==> src/rtl/twophase_pkg.sv <==
package twophase_pkg;
  typedef enum logic [1:0] {
    SRC_NONE    = 2'd0,
    SRC_T1_BANK = 2'd1,
    SRC_T2_BANK = 2'd2,
    SRC_T1_DIN  = 2'd3
  } src_e;

  typedef enum logic [1:0] {
    DST_NONE = 2'd0,
    DST_BANK = 2'd1,
    DST_DOUT = 2'd2,
    DST_RSVD = 2'd3
  } dst_e;
endpackage

==> src/rtl/twophase_regbank.sv <==
module twophase_regbank #(
  parameter int DW = 8,
  parameter int RA = 4
) (
  input  logic          clk,
  input  logic          rst_n,
  input  logic [RA-1:0] raddr,
  output logic [DW-1:0] rdata,
  input  logic          we,
  input  logic [RA-1:0] waddr,
  input  logic [DW-1:0] wdata
);
  localparam int DEPTH = 1 << RA;

  logic [DW-1:0] mem [DEPTH];

  // combinational read: a same-cycle write is not yet visible
  assign rdata = mem[raddr];

  always_ff @(posedge clk) begin
    if (!rst_n) begin
      for (int i = 0; i < DEPTH; i++) mem[i] <= '0;
    end else if (we) begin
      mem[waddr] <= wdata;
    end
  end
endmodule

==> src/rtl/twophase_p1_stage.sv <==
module twophase_p1_stage
  import twophase_pkg::*;
#(
  parameter int DW = 8
) (
  input  logic          clk,
  input  logic          rst_n,
  input  src_e          src,
  input  logic [DW-1:0] bank_q,
  input  logic [DW-1:0] din,
  input  logic          clrt1,
  input  logic          ld_al,
  input  logic          ld_addr,
  output logic [DW-1:0] t1,
  output logic [DW-1:0] t2,
  output logic [2*DW-1:0] addr
);
  logic [DW-1:0]   al_q;
  logic [2*DW-1:0] addr_q;

  always_ff @(posedge clk) begin
    if (!rst_n) begin
      t1     <= '0;
      t2     <= '0;
      al_q   <= '0;
      addr_q <= '0;
    end else begin
      if (clrt1)                   t1 <= '0;
      else if (src == SRC_T1_BANK) t1 <= bank_q;
      else if (src == SRC_T1_DIN)  t1 <= din;
      if (src == SRC_T2_BANK)      t2 <= bank_q;
      if (ld_al)                   al_q <= bank_q;
      if (ld_addr)                 addr_q <= {bank_q, al_q};
    end
  end

  // address visible in the issuing cycle, then held by the register
  assign addr = ld_addr ? {bank_q, al_q} : addr_q;
endmodule

==> src/rtl/twophase_p2_stage.sv <==
module twophase_p2_stage
  import twophase_pkg::*;
#(
  parameter int DW  = 8,
  parameter int RA  = 4,
  parameter int OPW = 4
) (
  input  logic           clk,
  input  logic           rst_n,
  input  dst_e           dst,
  input  logic [RA-1:0]  regsel,
  input  logic [OPW-1:0] aluop,
  input  logic           rd_req,
  input  logic           wr_req,
  input  logic [DW-1:0]  alu_res,
  output logic           we,
  output logic [RA-1:0]  waddr,
  output logic [DW-1:0]  wdata,
  output logic [OPW-1:0] alu_op,
  output logic [DW-1:0]  dout,
  output logic           rd,
  output logic           wr,
  output dst_e           p2_dst
);
  always_ff @(posedge clk) begin
    if (!rst_n) begin
      p2_dst <= DST_NONE;
      waddr  <= '0;
      alu_op <= '0;
      rd     <= 1'b0;
      wr     <= 1'b0;
      dout   <= '0;
    end else begin
      p2_dst <= dst;
      waddr  <= regsel;
      alu_op <= aluop;
      rd     <= rd_req;
      wr     <= wr_req;
      if (p2_dst == DST_DOUT) dout <= alu_res;
    end
  end

  assign we    = (p2_dst == DST_BANK);
  assign wdata = alu_res;
endmodule

==> src/rtl/twophase_datapath.sv <==
module twophase_datapath
  import twophase_pkg::*;
#(
  parameter int DW  = 8,
  parameter int RA  = 4,
  parameter int OPW = 4
) (
  input  logic             clk,
  input  logic             rst_n,
  input  logic [1:0]       ui_src,
  input  logic [RA-1:0]    ui_reg,
  input  logic [1:0]       ui_dst,
  input  logic [OPW-1:0]   ui_aluop,
  input  logic             ui_ld_al,
  input  logic             ui_ld_addr,
  input  logic             ui_rd,
  input  logic             ui_wr,
  input  logic             ui_io,
  input  logic             ui_clrt1,
  input  logic             ui_ei,
  input  logic             ui_di,
  input  logic [DW-1:0]    din,
  input  logic [DW-1:0]    alu_res,
  output logic [DW-1:0]    t1,
  output logic [DW-1:0]    t2,
  output logic [OPW-1:0]   alu_op,
  output logic [2*DW-1:0]  addr,
  output logic             vma,
  output logic             rd,
  output logic             wr,
  output logic             io,
  output logic [DW-1:0]    dout,
  output logic             inte
);
  logic [DW-1:0] bank_q;
  logic          bank_we;
  logic [RA-1:0] bank_waddr;
  logic [DW-1:0] bank_wdata;
  dst_e          p2_dst;

  twophase_regbank #(.DW(DW), .RA(RA)) u_bank (
    .clk(clk), .rst_n(rst_n),
    .raddr(ui_reg), .rdata(bank_q),
    .we(bank_we), .waddr(bank_waddr), .wdata(bank_wdata)
  );

  twophase_p1_stage #(.DW(DW)) u_p1 (
    .clk(clk), .rst_n(rst_n),
    .src(src_e'(ui_src)), .bank_q(bank_q), .din(din),
    .clrt1(ui_clrt1), .ld_al(ui_ld_al), .ld_addr(ui_ld_addr),
    .t1(t1), .t2(t2), .addr(addr)
  );

  twophase_p2_stage #(.DW(DW), .RA(RA), .OPW(OPW)) u_p2 (
    .clk(clk), .rst_n(rst_n),
    .dst(dst_e'(ui_dst)), .regsel(ui_reg), .aluop(ui_aluop),
    .rd_req(ui_rd), .wr_req(ui_wr), .alu_res(alu_res),
    .we(bank_we), .waddr(bank_waddr), .wdata(bank_wdata),
    .alu_op(alu_op), .dout(dout), .rd(rd), .wr(wr), .p2_dst(p2_dst)
  );

  // first-cycle strobes
  assign vma = ui_ld_addr;
  assign io  = ui_io;

  always_ff @(posedge clk) begin
    if (!rst_n)     inte <= 1'b0;
    else if (ui_di) inte <= 1'b0;
    else if (ui_ei) inte <= 1'b1;
  end
endmodule

==> config.mk <==
export PLATFORM = sky130hd
export DESIGN_NAME = twophase_datapath
export DESIGN_NICKNAME = d
export VERILOG_FILES = /design/src/rtl/twophase_pkg.sv /design/src/rtl/twophase_regbank.sv /design/src/rtl/twophase_p1_stage.sv /design/src/rtl/twophase_p2_stage.sv /design/src/rtl/twophase_datapath.sv
export SDC_FILE = /design/constraint.sdc
export NUM_CORES = 1
export LEC_CHECK = 0
export BUFFER_PORTS_ARGS = -buffer_cell sky130_fd_sc_hd__buf_2
export CORE_UTILIZATION = 46
export CTS_BUF_LIST = sky130_fd_sc_hd__clkbuf_8 sky130_fd_sc_hd__clkbuf_16
export DETAILED_ROUTE_END_ITERATION = 8
export GPL_ROUTABILITY_DRIVEN = 1
export MAX_ROUTING_LAYER = met4
export PLACE_DENSITY_LB_ADDON = 0.25
export REMOVE_ABC_BUFFERS = 1
export SETUP_SLACK_MARGIN = 0.15
export SLEW_MARGIN = 25
export SYNTH_ARGS = -nofsm -noshare
export SYNTH_HDL_FRONTEND = slang
export SYNTH_SLANG_ARGS = --single-unit
==> constraint.sdc <==
create_clock -name clk -period 2 [get_ports clk]
set_input_delay 0.3 -clock clk [delete_from_list [all_inputs] [get_ports clk]]
set_output_delay 0.3 -clock clk [all_outputs]
set_load 0.05 [all_outputs]
### Word level (Yosys, flattened, before mapping)

Memory sizes are Yosys's and may differ from the RTL's.
Index checks and enable logic that the tools add are counted.

* flip-flop bits (word level): 61
* memory bits (writable): 128
* input bits: 38
* output and inout bits: 49
* word-level logic and storage cells: 32
* memories: 1

* eq/ne operators: 5
* muxes and demuxes: 10
* bitwise gates (word level): 1
* reduce and logical (&&, ||, !) cells: 4

Memory list
* u_bank.mem: depth 16, bits a word 8, read ports 1, clocked after Yosys merged registers in 0, wr ports 16, line twophase_regbank.sv:15 `logic [DW-1:0] mem [DEPTH];`

Operators with widths (count)
* $mux 8: 3
* $mux 16: 1
* $reduce_or 8->1: 1
* $eq 2x2->1 const B: 3
* $mux 1: 5
* $eq 2x1->1 const B: 2
* $mux 4: 1
* $reduce_or 2->1: 2
* $reduce_bool 2->1: 1
* $not 1->1: 1

### Depth between registers and ports, before layout

Gate-level depths: netlist (run 1).

* word-level depth: 6
* gate-level depth with buffers: 6
* depth with buffers taken out: 3

### Cells and area by module

From an unflattened synthesis (run 1), not the netlist that was laid out.

* cells, all modules: 591
* area total of the unflattened synthesis: 8381.8 µm²

By module, submodules not included
* twophase_regbank: times used 1, cells each 375, area an instance 5933.2 µm², seq. area each 3843.7 µm²
* twophase_p1_stage: times used 1, cells each 141, area an instance 1640.3 µm², seq. area each 800.8 µm²
* twophase_p2_stage: times used 1, cells each 70, area an instance 757.0 µm², seq. area each 400.4 µm²
* twophase_datapath: times used 1, cells each 5, area an instance 51.3 µm², seq. area each 20.0 µm²

### Least setup slack after synthesis (run 1)

Ideal clock, no wire load.

* kind: input-to-output
* start point: in ui_ld_addr
* end point: out addr[10]
* data arrival time: 2297 ps
* data required time: 1700 ps
* setup slack: -597 ps
* stages on the path: 5
* path buffers: 3
* cell sequence: clkbuf_1 buf_2 buf_1 nor2_1 a221oi_1

* longest elaborated chain between the ends: 1

RTL lines
* start, declared: line twophase_datapath.sv:15 `input logic ui_ld_addr,`
* $mux 16: line twophase_p1_stage.sv:38 `assign addr = ld_addr ? {bank_q, al_q} : addr_q;`
* end, declared: line twophase_datapath.sv:27 `output logic [2*DW-1:0] addr,`

No other way between the ends.

### Final worst setup path (run 1)

* start point: mem u_bank.mem[11][7]
* end point: out addr[15]

* longest elaborated chain between the ends: 2

RTL lines (line)
* start, declared: twophase_regbank.sv:15
* $mem_v2 16x8
* $mux 16: twophase_p1_stage.sv:38

No other way between the ends.

==> results of run 1 <==
-- sequential cells by signal, indices dropped and copies added (netlist names) --
signal       count
inte             1
u_bank.mem     128
u_p1.addr_q     16
u_p1.al_q        8
u_p1.t1          8
u_p1.t2          8
u_p2.alu_op      4
u_p2.dout        8
u_p2.p2_dst      2
u_p2.rd          1
u_p2.waddr       4
u_p2.wr          1
-- power breakdown --
part	leakage [nW]	switching [W]	total, W	internal, W
Clock	0.301	0.00148	0.00333	0.00185
Sequential	1.88	0.0000658	0.00437	0.00430
Combinational	1.91	0.000687	0.00111	0.000423
Total	4.09	0.00223	0.00881	0.00658
-- cells in the final DEF (no fill, tap or decap), types with 8 or more instances in the layout --
cell type / netlist / final
a221oi_1: 32 / 23
a221oi_2: 0 / 9
and2_1: 150 / 150
and3_1: 10 / 10
buf_2: 7 / 76
buf_4: 3 / 49
buf_6: 5 / 16
clkbuf_16: 0 / 18
dfxtp_1: 61 / 61
edfxtp_1: 128 / 128
mux2_2: 8 / 8
mux2i_1: 9 / 8
mux2i_4: 12 / 15
mux4_2: 32 / 32
nand2b_1: 19 / 10
nand2b_2: 0 / 9
nor2_1: 10 / 10
nor2b_1: 21 / 20
nor3_1: 12 / 11
o21ai_0: 32 / 32
-- worst paths after layout --
kind | endpoint | startpoint | depth (start not counted)
setup / recovery | addr[15] | u_bank.mem[11][7] | 4
hold / removal | u_p2.alu_op[1] | ui_aluop[1] | 2
setup reg to reg | u_p1.addr_q[9] | u_bank.mem[11][1] | 12
hold reg to reg | inte | inte | 2
-- repair_timing --
item / in CTS / in global routing
endpoints found under the setup margin: 16 / 76
pin swaps: 7 / 2
endpoints found under the hold margin: 1 / 0
setup buffers: 10 / 1
gates cloned: 0 / 0
gates resized for setup: 37 / 12
hold buffers: 1 / 0
-- layer usage --
metal  wire (um)  share of wire (%)  vias to the layer above
li1            -                  -                     2491
met1        8500                 43                     2690
met2        9480                 48                      218
met3        1310                6.7                       26
met4         369                1.9                        0
met5           0                  0                        -
-- logic make-up (layout without fill, tap and decap cells) --
kind of cell    Yosys count  count (layout)  share of synthesized area (%)
mux                      64              64                           14.3
flops                   189             189                           59.7
compound gates           72              72                           6.24
buf+inv                  49             180                           2.86
simple gates            232             232                           16.9
-- stage by stage --
| step | TNS (ns) | setup slack [ns] |
|---|---|---|
| after floorplan | -2.41 | -0.315 |
| after global placement | -1.00 | -0.161 |
| after detailed placement | -1.20 | -0.198 |
| after CTS | -2.02 | -0.238 |
| after global routing | -2.67 | -0.303 |
| final | -2.26 | -0.238 |
-- cell usage after synthesis, types with 5 or more instances --
master,number
and3_1,10
clkbuf_1,24
nand2b_1,19
edfxtp_1,128
o221ai_1,5
dfxtp_1,61
buf_2,7
mux2_2,8
mux2i_4,12
mux4_2,32
nor2b_1,21
a221oi_1,32
buf_1,8
o21ai_0,32
and2_1,150
mux2i_1,9
nor3_1,12
buf_6,5
nor2_1,10
-- critical path: stages (launching register included) --
cell      delay (ns)
edfxtp_1        0.40
mux4_2          0.53
mux2i_4         0.18
a221oi_1        0.14
buf_4           0.25
-- area by class of cell --
class,count,area (um2),share of cell area [%]
clock inverters,14,130,1.27
clock buffers,18,450,4.38
multi-input cells,368,3300,32.1
inverters,1,3.75,0.0365
repair buffers,147,1040,10.1
flip-flops and latches,189,5060,49.3
well taps,229,287,2.79
==> metrics.cfg, run 1 <==
[outcome]
status=finished, violations left
violations=setup timing

[cts]
clockRootBuffer=clkbuf_16
clock_latency_ns=0.44
cts_buffers=17
clock_path_buffers=2
tritoncts_num_sinks=189
cts_tree=yes
cts.clk_slew.worst_paths_ns=0.07
htreeDepth=4

[timing]
setup_viol=12
hold_violations=0
finalMaxSlewViolations=0
setup_slack_ns=-0.238
period_needed_ns=2.24
clock_skew_ns=0.00894
finalCritPeriodShare_pct=112
holdWs_ns=0.0641
max_freq_mhz=447
relSlewSlack_pct=47.1
rsz0062_at_grt=yes
worst_slew_pin_slew_ns=0.790

[synthesis]
yosysUniqueCellTypes=32
synth_area_mm2=0.00848
avgSynthCellArea_um2=14.0
yosysTopAreaCell=edfxtp_1
async_reset_ff_share_pct=0
synth-warning-count=0
synth_seq_cells=189
synth_top_area_share_pct=45.3
seq_area_frac_synth_pct=59.7
synth_ff_type=edfxtp_1
netlist_top_cells_area=edfxtp_1 (45%), dfxtp_1 (14%), and2_1 (11%)
syn_inst=606
synth_edf_count=128

[pwr]
leakage_nw=4.09
p_total_w=0.00881
power_density_mw_per_mm2=857
irDropWorstVdd_v=0.000721

[critical_path]
crit_arrival_ns=1.94
startpoint_type=flip-flop
worstSetupPathType=reg -> out
cp-end-kind=output pin
critPathMaxFanout=2
r2r_slack_ns=-0.18
critPathRequiredTime_ns=1.70

[finish]
final_util_pct=57.0
drive_gt1_share_pct=35.0
fin_cells=966
design_area_mm2=0.0103
fillers=1420
syn_to_final_growth_pct=21.1
finalNetCount=762
antenna_cells=0

[placement]
place_hpwl_mm=14.1
dpl.cell_count=922
dpl_cell_area_mm2=0.00940
gp_congestion=0.906
io_buffer_count=84

[route]
firstDrtPassIters=4
drc=0
finalWirelength_mm=19.7
viasPerCell=5.62
vias=5425
detail-route-antenna-nets=0
routedWlPerCell_um=20.3
drt_iter0_markers=280

[floorplan]
fp.dieH_um=138
pin_count=87
fp.coreArea_mm2=0.0180
start_util_pct=47.1
num_rows=49
dieArea_mm2=0.0190
die_w_um=138

[grt]
met3_usage_pct=4.12
busiest_layer=met2
grtUsageMet1_pct=29.6
grt_overflow=0
grt_antenna_before_repair=1
grt_util_all_layers_pct=22.9
grt_pass1_vias=5348
gr-usage-met2_pct=36.7
grt_first_pass_wirelength_mm=30.4
grt_max_degree=41

[run]
maxCapViolCount=0

[worst_hold_path]
hold_class=in -> reg

Note: power is estimated with default switching activity, not from simulation.
==> run 2: changes to the inputs <==
- SYNTH_HIERARCHICAL: unset -> 1
==> run 2 against run 1 <==
The flow still finishes with violations (setup timing). Synthesized cell count down 2.5%. Flip-flop and latch count stayed put. Clock skew barely moved. Critical path depth grew 1. Sequential power hardly changed. Global-route usage decreased by 1.4 points. Die area fell by 1.2%. Sequential share of layout area increased by 1.8 points.
==> metrics.cfg, run 2 <==
[outcome]
status=finished, violations left
violations=setup timing

[placement]
dpl_cell_area_mm2=0.00910
dpl.cell_count=892
io_buffer_count=84
gp_congestion=0.776
place_hpwl_mm=12.2

[floorplan]
die_w_um=137
num_rows=48
fp.dieH_um=137
fp.coreArea_mm2=0.0175
pin_count=87
start_util_pct=47.8
dieArea_mm2=0.0188

[grt]
grt_pass1_vias=4984
grt_max_degree=51
grt_overflow=0
grt_util_all_layers_pct=21.5
grt_antenna_before_repair=0
grt_first_pass_wirelength_mm=28.3

[synthesis]
synth_ff_type=edfxtp_1
synth_edf_count=128
seq_area_frac_synth_pct=60.4
async_reset_ff_share_pct=0
avgSynthCellArea_um2=14.2
synth_top_area_share_pct=45.9
synth-warning-count=6
synth_most_common_cell=and2_1
syn_inst=591
netlist_top_cells_area=edfxtp_1 (46%), dfxtp_1 (15%), and2_1 (11%)
synth_top_cells_by_count=and2_1 (146), edfxtp_1 (128), dfxtp_1 (61), mux2i_1 (32), nand2_1 (25)
yosysTopAreaCell=edfxtp_1
yosysUniqueCellTypes=32
synth_area_mm2=0.00838
synth_seq_cells=189

[cts]
cts_tree=yes
clockRootBuffer=clkbuf_16
clock_latency_ns=0.43
cts.clk_slew.worst_paths_ns=0.07
htreeDepth=4
tritoncts_num_sinks=189
cts_buffers=17
clock_path_buffers=2
ctsHoldBuffers=0

[critical_path]
worstSetupPathType=reg -> out
cp_num_buf_inv=1
crit_arrival_ns=2.11
cp-end-kind=output pin
critPathMaxStageDelay_ns=0.50
cpMaxStageDelayCell=mux4_2
critPathMaxFanout=2
startpoint_type=flip-flop
critPathRequiredTime_ns=1.70
crit_family=multiplexers
cp_cell_sequence=mux4_2 -> a22oi_2 -> nand2_2 -> mux2_4 -> buf_6

[timing]
finalMaxSlewViolations=0
worst_slew_pin_slew_ns=0.840
finalCritPeriodShare_pct=120
clock_skew_ns=0.00905
period_needed_ns=2.41
rsz0062_at_grt=yes
relSlewSlack_pct=43.8
setup_slack_ns=-0.409
setup_viol=11
hold_violations=0
max_freq_mhz=415

[route]
vias=4953
routedWlPerCell_um=19.5
finalWirelength_mm=18.2
viasPerCell=5.30
drc=0
drt_iter0_markers=331
firstDrtPassIters=5
detail-route-antenna-nets=0

[finish]
antenna_cells=0
final_common_cell=and2_1
largest_reg_flops=128
drive_gt1_share_pct=34.1
reg_top3=u_bank/mem x128, u_p1/addr_q x16
design_area_mm2=0.00992
syn_to_final_growth_pct=18.3
final_cell_mix=and2_1 (146), edfxtp_1 (128), buf_2 (76)
largest-register=u_bank/mem
finalNetCount=734
fin_cells=934

[worst_hold_path]
hold_class=in -> reg

[pwr]
irDropWorstVdd_v=0.000602
p_seq_share_pct=49.4
leakage_nw=4.04
clkPwrFrac_pct=40.0
power_density_mw_per_mm2=886
p_comb_share_pct=10.6
p_switching_w=0.00204
internal-power_w=0.00674
power.share.switching_pct=23.3

[run]
maxCapViolCount=0

[run 2: final cells by class]
class,count,area (um2)
Fill cell,1414,7620
Sequential cell,189,5060
Clock buffer,17,425
Timing Repair Buffer,131,923
Tap cell,225,282
Clock inverter,15,191
Multi-Input combinational cell,357,3030
[run 2: kinds of logic after synthesis]
group,after synthesis,synth area share (%)
compound gates,36,2.87
flops,189,60.4
simple gates,241,17.1
buf+inv,45,3.90
mux,80,15.7
[run 2: worst paths after layout]
kind	from	endpoint	slack (ns)	depth (start not counted)
worst max-delay path	u_bank/mem[8][5]	addr[13]	-0.41	5
worst min-delay path	ui_di	inte	0.04	2
worst min register to register	u_p2/dout[6]	u_p2/dout[6]	0.46	2
worst max register to register	u_bank/mem[3][1]	u_p1/t1[1]	-0.29	12
[run 2: through the flow]
step / total power (W) / TNS [ns] / utilization [%] / hold WS [ns] / setup WS (ns)
after floorplan: 0.00489 / 0 / - / 0.370 / 0.173
after global placement: 0.00525 / -7.81 / 51.9 / 0.442 / -0.461
after detailed placement: 0.00527 / -8.44 / 51.9 / 0.444 / -0.475
after CTS: 0.00885 / -4.09 / 56.3 / 0.0273 / -0.436
after global routing: 0.00909 / -4.60 / 56.5 / 0.0303 / -0.508
final: 0.00879 / -3.82 / 56.5 / 0.0373 / -0.409
[run 2: power by group through the flow]
stage / registers [W] / logic (W) / clock network, W
finish: 0.00434 / 0.000934 / 0.00352
global route: 0.00435 / 0.000998 / 0.00374
CTS: 0.00434 / 0.000929 / 0.00358
detailed placement: 0.00442 / 0.000847 / 0
global placement: 0.00442 / 0.000832 / 0
floorplan: 0.00450 / 0.000382 / 0
[run 2: what timing repair did]
action                                  in CTS  in global routing
gates resized for setup                     50                 12
pin swaps                                   20                 10
setup buffers                               10                  0
endpoints found under the setup margin      22                 35
[run 2: per-layer routing]
| metal | part of all wire [%] | GRT usage [%] | vias to the layer above |
|---|---|---|---|
| met5 | 0 | - | - |
| met4 | 1.1 | 6.29 | 0 |
| met3 | 5.9 | 4.44 | 17 |
| met2 | 49 | 34.9 | 172 |
| met1 | 44 | 27.2 | 2453 |
| li1 | - | - | 2311 |
